## config.mk

```make
export PLATFORM = sky130hd
export DESIGN_NAME = scaled_pwm_timer
export DESIGN_NICKNAME = d
export VERILOG_FILES = /design/src/rtl/pwm_timer_pkg.sv /design/src/rtl/pwmt_counter.sv /design/src/rtl/pwmt_regs.sv /design/src/rtl/pwmt_channel.sv /design/src/rtl/scaled_pwm_timer.sv
export SDC_FILE = /design/constraint.sdc
export NUM_CORES = 1
export LEC_CHECK = 0
export ABC_AREA = 1
export BUFFER_PORTS_ARGS = -buffer_cell sky130_fd_sc_hd__buf_2
export CAP_MARGIN = 30
export CORE_ASPECT_RATIO = 1.5
export CORE_MARGIN = 2
export CORE_UTILIZATION = 38
export CTS_BUF_LIST = sky130_fd_sc_hd__clkbuf_16
export CTS_CLUSTER_DIAMETER = 30
export DETAILED_ROUTE_END_ITERATION = 10
export PLACE_DENSITY_LB_ADDON = 0.25
export RECOVER_POWER = 100
export SLEW_MARGIN = 25
export SYNTH_ARGS = -nofsm -noshare
export SYNTH_HDL_FRONTEND = slang
export SYNTH_SLANG_ARGS = --single-unit
```

## constraint.sdc

```tcl
create_clock -name clk -period 6.27 [get_ports clk]
set_clock_uncertainty 0.15 [all_clocks]
set_input_delay 0.3135 -clock clk [delete_from_list [all_inputs] [get_ports clk]]
set_output_delay 0.3135 -clock clk [all_outputs]
set_load 0.02 [all_outputs]
```

## src/rtl/pwm_timer_pkg.sv

```systemverilog
package pwm_timer_pkg;
    localparam int CMP_W   = 16;
    localparam int SCALE_W = 4;
    localparam int CNT_W   = CMP_W + (1 << SCALE_W);
    localparam int DATA_W  = 32;
    localparam int ADDR_W  = 8;
    localparam int IDX_W   = ADDR_W - 2;
    localparam int RUN_BIT = 12;

    localparam logic [IDX_W-1:0] IDX_CTRL   = IDX_W'(0);
    localparam logic [IDX_W-1:0] IDX_RAW    = IDX_W'(2);
    localparam logic [IDX_W-1:0] IDX_SCALED = IDX_W'(4);
    localparam logic [IDX_W-1:0] IDX_CMP0   = IDX_W'(8);

    typedef struct packed {
        logic               run;
        logic [SCALE_W-1:0] scale;
    } ctrl_t;
endpackage

```

## src/rtl/pwmt_counter.sv

```systemverilog
module pwmt_counter
    import pwm_timer_pkg::*;
(
    input  logic               clk,
    input  logic               rst_n,
    input  logic               run,
    input  logic [SCALE_W-1:0] scale,
    input  logic               load,
    input  logic [CNT_W-1:0]   load_val,
    output logic [CNT_W-1:0]   raw_cnt,
    output logic [CMP_W-1:0]   scaled_cnt
);
    logic [CNT_W-1:0] cnt_d, cnt_q;
    logic [CNT_W-1:0] wrap_mask;

    always_comb begin
        wrap_mask = (CNT_W'(1) << (CMP_W + int'(scale))) - CNT_W'(1);
        cnt_d     = cnt_q;
        if (load)
            cnt_d = load_val;
        else if (run)
            cnt_d = (cnt_q + CNT_W'(1)) & wrap_mask;
    end

    always_ff @(posedge clk or negedge rst_n) begin
        if (!rst_n) cnt_q <= '0;
        else        cnt_q <= cnt_d;
    end

    assign raw_cnt    = cnt_q;
    assign scaled_cnt = CMP_W'(cnt_q >> scale);
endmodule

```

## src/rtl/pwmt_regs.sv

```systemverilog
module pwmt_regs
    import pwm_timer_pkg::*;
#(
    parameter int NCH = 4
) (
    input  logic                     clk,
    input  logic                     rst_n,
    input  logic [ADDR_W-1:0]        bus_addr,
    input  logic                     bus_we,
    input  logic [DATA_W-1:0]        bus_wdata,
    output logic [DATA_W-1:0]        bus_rdata,
    input  logic [CNT_W-1:0]         raw_cnt,
    input  logic [CMP_W-1:0]         scaled_cnt,
    output ctrl_t                    ctrl,
    output logic [NCH-1:0][CMP_W-1:0] cmp,
    output logic                     cnt_load,
    output logic [CNT_W-1:0]         cnt_load_val
);
    typedef struct packed {
        ctrl_t                     ctrl;
        logic [NCH-1:0][CMP_W-1:0] cmp;
    } regs_t;

    regs_t            r_d, r_q;
    logic [IDX_W-1:0] idx;

    assign idx = bus_addr[ADDR_W-1:2];

    always_comb begin
        r_d = r_q;
        if (bus_we && idx == IDX_CTRL) begin
            r_d.ctrl.run   = bus_wdata[RUN_BIT];
            r_d.ctrl.scale = bus_wdata[SCALE_W-1:0];
        end
        for (int i = 0; i < NCH; i++) begin
            if (bus_we && idx == IDX_CMP0 + IDX_W'(i))
                r_d.cmp[i] = bus_wdata[CMP_W-1:0];
        end
    end

    always_ff @(posedge clk or negedge rst_n) begin
        if (!rst_n) r_q <= '0;
        else        r_q <= r_d;
    end

    always_comb begin
        bus_rdata = '0;
        if (idx == IDX_CTRL) begin
            bus_rdata[RUN_BIT]       = r_q.ctrl.run;
            bus_rdata[SCALE_W-1:0]   = r_q.ctrl.scale;
        end else if (idx == IDX_RAW) begin
            bus_rdata = DATA_W'(raw_cnt);
        end else if (idx == IDX_SCALED) begin
            bus_rdata = DATA_W'(scaled_cnt);
        end
        for (int i = 0; i < NCH; i++) begin
            if (idx == IDX_CMP0 + IDX_W'(i))
                bus_rdata = DATA_W'(r_q.cmp[i]);
        end
    end

    assign ctrl         = r_q.ctrl;
    assign cmp          = r_q.cmp;
    assign cnt_load     = bus_we && idx == IDX_RAW;
    assign cnt_load_val = CNT_W'(bus_wdata);
endmodule

```

## src/rtl/pwmt_channel.sv

```systemverilog
module pwmt_channel
    import pwm_timer_pkg::*;
(
    input  logic             clk,
    input  logic             rst_n,
    input  logic             run,
    input  logic [CMP_W-1:0] scaled_cnt,
    input  logic [CMP_W-1:0] cmp_val,
    output logic             out_n
);
    logic out_d, out_q;

    always_comb begin
        out_d = !(run && (scaled_cnt < cmp_val));
    end

    always_ff @(posedge clk or negedge rst_n) begin
        if (!rst_n) out_q <= 1'b1;
        else        out_q <= out_d;
    end

    assign out_n = out_q;
endmodule

```

## src/rtl/scaled_pwm_timer.sv

```systemverilog
module scaled_pwm_timer
    import pwm_timer_pkg::*;
#(
    parameter int NCH = 4
) (
    input  logic              clk,
    input  logic              rst_n,
    input  logic [ADDR_W-1:0] bus_addr,
    input  logic              bus_we,
    input  logic [DATA_W-1:0] bus_wdata,
    output logic [DATA_W-1:0] bus_rdata,
    output logic [NCH-1:0]    pwm_out_n
);
    ctrl_t                     ctrl;
    logic [NCH-1:0][CMP_W-1:0] cmp;
    logic                      cnt_load;
    logic [CNT_W-1:0]          cnt_load_val;
    logic [CNT_W-1:0]          raw_cnt;
    logic [CMP_W-1:0]          scaled_cnt;

    pwmt_regs #(.NCH(NCH)) u_regs (
        .clk          (clk),
        .rst_n        (rst_n),
        .bus_addr     (bus_addr),
        .bus_we       (bus_we),
        .bus_wdata    (bus_wdata),
        .bus_rdata    (bus_rdata),
        .raw_cnt      (raw_cnt),
        .scaled_cnt   (scaled_cnt),
        .ctrl         (ctrl),
        .cmp          (cmp),
        .cnt_load     (cnt_load),
        .cnt_load_val (cnt_load_val)
    );

    pwmt_counter u_cnt (
        .clk        (clk),
        .rst_n      (rst_n),
        .run        (ctrl.run),
        .scale      (ctrl.scale),
        .load       (cnt_load),
        .load_val   (cnt_load_val),
        .raw_cnt    (raw_cnt),
        .scaled_cnt (scaled_cnt)
    );

    for (genvar g = 0; g < NCH; g++) begin : g_ch
        pwmt_channel u_ch (
            .clk        (clk),
            .rst_n      (rst_n),
            .run        (ctrl.run),
            .scaled_cnt (scaled_cnt),
            .cmp_val    (cmp[g]),
            .out_n      (pwm_out_n[g])
        );
    end
endmodule

```

Yosys cells after proc, flatten, opt, wreduce, memory -nomap -nowiden:

Index checks and enable logic that the tools add are counted.

* bits in registers: 105
* input bits: 43
* output and inout bits: 36
* logic and storage cells: 55

* add/subtract/negate cells: 3
* $lt $le $gt $ge: 4
* eq/ne operators: 6
* shifts and indexed selects: 2
* multiplexer cells: 12
* bitwise logic cells: 1
* reductions and logical operators: 16

Operators by type and width (number)
* 2-to-1 mux 32 bit: 7
* less-than comparator 16 bit: 4
* adder 32 x 1 -> 32 bit (second input constant): 1
* AND 32 bit: 1
* << shifter 1 x 32 -> 32 bit (first input constant): 1
* right shift 32 x 4 -> 16 bit: 1
* subtractor 32 x 2 -> 32 bit (second input constant): 1
* == test 6 x 4 -> 1 bit (second input constant): 4
* 2-to-1 mux 19 bit: 1
* 2-to-1 mux 16 bit: 1
* logical AND 1 bit: 10
* 2-to-1 mux 8 bit: 1
* adder 5 x 4 -> 6 bit (first input constant): 1
* == test 6 x 2 -> 1 bit (second input constant): 1
* == test 6 x 3 -> 1 bit (second input constant): 1
* zero test 6 bit: 1
* zero test 1 bit: 4
* 2-to-1 mux 4 bit: 1
* nonzero test 2 bit: 1
* 2-to-1 mux 1 bit: 1

Longest topological paths before layout:

* depth after elaboration: 8
* depth in mapped cells: 19
* depth with buffers taken out: 17

By module:

A second synthesis with hierarchy kept.

* cell total of the unflattened synthesis: 1358
* area, all modules: 9083.7 µm²

By module, submodules not included
* pwmt_regs: instances 1, cells each 505, area an instance 3858.7 µm², sequential area each 1726.7 µm²
* pwmt_counter: instances 1, cells each 577, area an instance 3478.3 µm², sequential area each 800.8 µm²
* pwmt_channel: instances 4, cells each 69, area an instance 436.7 µm², sequential area each 26.3 µm²

Worst setup path before layout:

Ideal clock, no wire load.

* path type: register -> register
* start point: register u_regs.r_q, in the netlist u_regs.ctrl[0]
* end point: register g_ch[3].u_ch.out_q
* setup time: 0.079 ns
* arrival time: 2.174 ns
* required time: 6.041 ns
* path slack: 3.867 ns
* cell stages (with the launch flop): 14
* path buffers: 2
* clock period less this slack: 2.403 ns
* cell sequence: dfrtp_1 buf_6 buf_6 o21ai_0 mux2i_1 or2_2 nand3_1 ha_1 a21oi_1 nor2_1 a211oi_1 o21ai_0 a31oi_1 nand2_1

* word-level cells in the longest chain between the ends: 4

RTL lines
* from (decl): RTL line pwmt_regs.sv:24 `regs_t r_d, r_q;`
* from (signal assigned): RTL line pwmt_regs.sv:43 `else r_q <= r_d;`
* right shift 32 x 4 -> 16 bit: RTL line pwmt_counter.sv:31 `assign scaled_cnt = CMP_W'(cnt_q >> scale);`
* less-than comparator 16 bit: RTL line pwmt_channel.sv:14 `out_d = !(run && (scaled_cnt < cmp_val));`
* logical AND 1 bit: RTL line pwmt_channel.sv:14
* zero test 1 bit: RTL line pwmt_channel.sv:14
* via g_ch[3].u_ch.out_d: RTL line pwmt_channel.sv:11 `logic out_d, out_q;`
* to (signal assigned): RTL line pwmt_channel.sv:19 `else out_q <= out_d;`
* to (decl): RTL line pwmt_channel.sv:11

The timed path passes the listed nets, and every way through them passes these cells.
A chain may end at the register's enable or synchronous reset.

Final worst setup path:

* start point: input bus_addr[2]
* end point: register u_cnt.cnt_q[23] (netlist: u_cnt.raw_cnt[23])

* word-level cells in the longest chain between the ends: 3
* elaborated cells on any way between the ends: 4
* those cells by class: eq/ne: 1; mux: 1; reduce/logical: 2

RTL lines
* from (decl): RTL line scaled_pwm_timer.sv:8 `input logic [ADDR_W-1:0] bus_addr,`
* == test 6 x 2 -> 1 bit (*): RTL line pwmt_regs.sv:64 `assign cnt_load = bus_we && idx == IDX_RAW;`
* logical AND 1 bit (*): RTL line pwmt_regs.sv:64
* 2-to-1 mux 32 bit or nonzero test 2 bit (tied branches)
* to (signal assigned): RTL line pwmt_counter.sv:27 `else cnt_q <= cnt_d;`
* to (decl): RTL line pwmt_counter.sv:13 `logic [CNT_W-1:0] cnt_d, cnt_q;`

Mark *: on every way between the ends. The rest lies on a longest branch, timed or not.

==> results.tsv <==
stage	metric	value	unit
routing	DRT Wirelength	26750	um
timing	final worst-path cycle share	0.6915	
grt	initial antenna violation count	0	
synthesis	post-synth cell types	53	
timing	Worst-Margin Slew	2156	ps
layout	register area	2633	um2
layout	area of the multi-input gates	4916	um2
critical_path	FF-to-FF End	g_ch[0].u_ch.out_n	
critical_path	Top cell by count, worst path	nand4_1	
clock_tree	TritonCTS Buffers	9	
critical_path	crit path cell chain	clkbuf_1 > inv_1 > nand4_1 > nor2_4 > nor2_1 > clkinv_1 > nand4_1 > o211ai_1	
synthesis	Post-synth EDFFs	0	
critical_path	CP Capture Type	flop	
synthesis	YS warnings	0	
timing	FMAX	230.6	MHz
routing	DR DRC count	0	
floorplan	Die H	186.7	um
timing	Tmin final	4336	ps
synthesis	top cell type's share of synthesized area	0.2990	
clock_tree	Clock Latency Late Sink	370	ps
synthesis	top_reg_cell synth	dfrtp_1	
synthesis	Yosys reg bits	105	
grt	global-route wire length before repair	42190	um
pwr	Power Density	322.3	nW/um2
worst_hold_path	min-delay src	bus_wdata[20]	
placed_design	final estimated routing congestion in global placement	0.9729	
synthesis	Synth Cell Area	8453	um2
synthesis	Syn Inst Count	1238	
layout	area grow syn2layout	8.363	%
floorplan	Initial Utilization	0.3877	
job	Max Cap Viol	1	
pwr	PnR Total Power	2.952	mW
routing	DRT iter0 DRCs	620	
synthesis	post-synthesis average cell area	6.828	um2
synthesis	Seq/Total Area, Yosys	0.3114	
layout	Final Util	0.4202	
layout	ANT cells	0	
clock_tree	# hold bufs at CTS	1	
floorplan	# IOs	79	
timing	Pins Over Slew Limit	37	
worst_hold_path	hold depth	3	
critical_path	Worst Path Max Fanout	27	
floorplan	Site Rows	66	
routing	via/cell ratio	5.344	
critical_path	slowest CP cell	nor2_1	
layout	commonest non-fill, non-tap cell in the layout	nand2_1	
clock_tree	CTS tree	yes	
critical_path	Critical Path RT	6360	ps
clock_tree	Max clock buf depth	2	
floorplan	Die ar.	23480	um2
clock_tree	Post-CTS Setup Repair Bufs	0	
grt	grt peak-use layer	met2	
timing	RSZ-0062 raised after global routing	no	
layout	commonest cells after routing, fill and taps aside	nand2_1 (390), inv_1 (142), o21ai_0 (124)	
timing	Final Hold Vio Count	0	
layout	Fill cells	2458	
critical_path	Crit path depth	8	
pwr	Max IR drop VDD	0.1463	mV
timing	final setup TNS	0	ps
routing	ANT nets after route	0	
floorplan	width of the die	125.8	um
critical_path	CP top delay family	simple AND/OR/NAND/NOR gates	
grt	met1 Use GR	0.2706	
grt	largest net degree at the start of global routing	71	
timing	Slew HR	-0.4371	
grt	grt met3 use	0.02580	
placed_design	DP Wirelength	20390	um
clock_tree	clk root buf	clkbuf_16	
pwr	cell leakage power	4.201	nW
clock_tree	CTS HTree Levels	3	
clock_tree	Sink Count	105	
layout	final std cells w/o fill	1556	
placed_design	Cells after DPL	1536	
layout	fin nets	1384	
critical_path	kind of critical path	in -> reg	
routing	Routed WL per cell	17.19	um
critical_path	Crit path arrival time	4420	ps
clock_tree	post-CTS sizing	0	
routing	via count	8315	
critical_path	Worst Reg-to-Reg Cells	13	
status	failing checks	capacitance limit, slew limit	
layout	layout cells sized above 1	0.07632	
synthesis	Syn Nets	1343	
routing	Detailed Routing Iterations Pass 1	6	
grt	Total GRT Usage	0.2271	
critical_path	Slowest Stage Delay on Critical Path	1190	ps
worst_hold_path	hold path endpoint	u_cnt.raw_cnt[20]	
timing	# setup viols final	0	
grt	vias in the first global route	7928	
critical_path	worst reg-to-reg setup slack	2620	ps
grt	grt total ovfl	0	
placed_design	IO buf count	76	
synthesis	Post-synth ARST share	1.000	
critical_path	Reg2Reg Launch Point	u_regs.ctrl[1]	
critical_path	startpoint class of the critical path	primary input	
critical_path	Crit path buffers/inverters	3	
floorplan	CORE AREA	21800	um2
synthesis	cell taking the most area after synthesis	dfrtp_1	
clock_tree	clock-pin slew on the worst setup and hold paths	70	ps
synthesis	Area contributors post-synth	dfrtp_1 (30%), nand2_1 (17%), ha_1 (9.2%)	
status	status	complete, but fails checks	
worst_hold_path	Worst Hold Class	in -> reg	
grt	met2 GRT Util	0.4033	
==> power breakdown <==
part	total [mW]	switching, mW	internal, mW
clock network	0.572	0.269	0.303
registers	0.969	0.167	0.802
logic	1.41	0.906	0.505
total	2.95	1.34	1.61
==> layer usage <==
layer | up-vias | wire [um]
met3 | 69 | 1032
li1 | 4138 | -
met1 | 3884 | 10870
met5 | - | 0
met2 | 224 | 13660
met4 | 0 | 1192
==> cell usage after synthesis, types with 2 or more instances <==
library cell  number
a211o_1            2
a211oi_1           8
a21oi_1           37
a221oi_1           8
a22oi_1            2
a31oi_1            6
and2_1             2
buf_2             21
buf_4              7
buf_6              6
clkbuf_1          22
clkbuf_2           2
dfrtp_1          101
dfstp_2            4
ha_1              62
inv_1            138
inv_2              7
mux2i_1            2
nand2_1          390
nand2_2            6
nand2_4            2
nand3_1           79
nand4_1           17
nor2_1            72
nor2_2             9
nor2_4             8
nor3_1            18
nor3_2             3
nor3b_1            2
nor4_1             3
o211ai_1          17
o21a_1             2
o21ai_0          118
o21ai_1           11
o21bai_1           2
o221ai_1           5
o22ai_1            2
or2_2              3
xor2_1            18
==> kinds of logic after synthesis <==
group,after synthesis,share of synthesized area
XOR/XNOR,19,0.01969
AND/OR/NAND/NOR,619,0.3181
multiplexers,2,0.002368
buffers and inverters,205,0.1029
flip-flops,105,0.3114
adder cells (fa/ha/maj),62,0.09177
AO/OA/AOI/OAI,226,0.1538
==> stage by stage <==
stage               worst slack, ps  cell area, um2  hold slack (ps)
floorplan                      3867            8453           -132.1
detailed placement             2564            8922            175.4
finish                         1934            9160           0.7741
CTS                            2439            9213            2.370
global route                   1755            9160            13.40
global placement               2633            8922            169.1
==> sequential cells by signal, summed over array words and instances, names as in the netlist <==
signal,count
u_regs.cmp,64
u_cnt.raw_cnt,32
u_regs.ctrl,5
g_ch.u_ch.out_n,4
==> area by class of cell <==
class,count,share of cell area
multi-input combinational,928,0.5367
tap,272,0.03715
clock inverter,7,0.006010
sequential,105,0.2874
clock buffer,9,0.02459
timing repair buffer,89,0.04835
inverter,146,0.05983
==> tightest hold or removal path, delay by kind of cell <==
kind	cells	cell delay, ps
AO/OA/AOI/OAI	1	60
buffers and inverters	1	70
AND/OR/NAND/NOR	1	40
==> how the worst max path moves through the flow <==
stage                              end           start  slack, ps
finish               u_cnt.raw_cnt[23]     bus_addr[2]       1930
global route          u_cnt.raw_cnt[2]     bus_addr[2]       1760
CTS                       bus_rdata[3]  u_regs.ctrl[0]       2440
detailed placement  g_ch[2].u_ch.out_n  u_regs.ctrl[0]       2560
global placement    g_ch[2].u_ch.out_n  u_regs.ctrl[0]       2630
floorplan           g_ch[3].u_ch.out_n  u_regs.ctrl[0]       3870
Note: power is estimated with default switching activity, not from simulation.
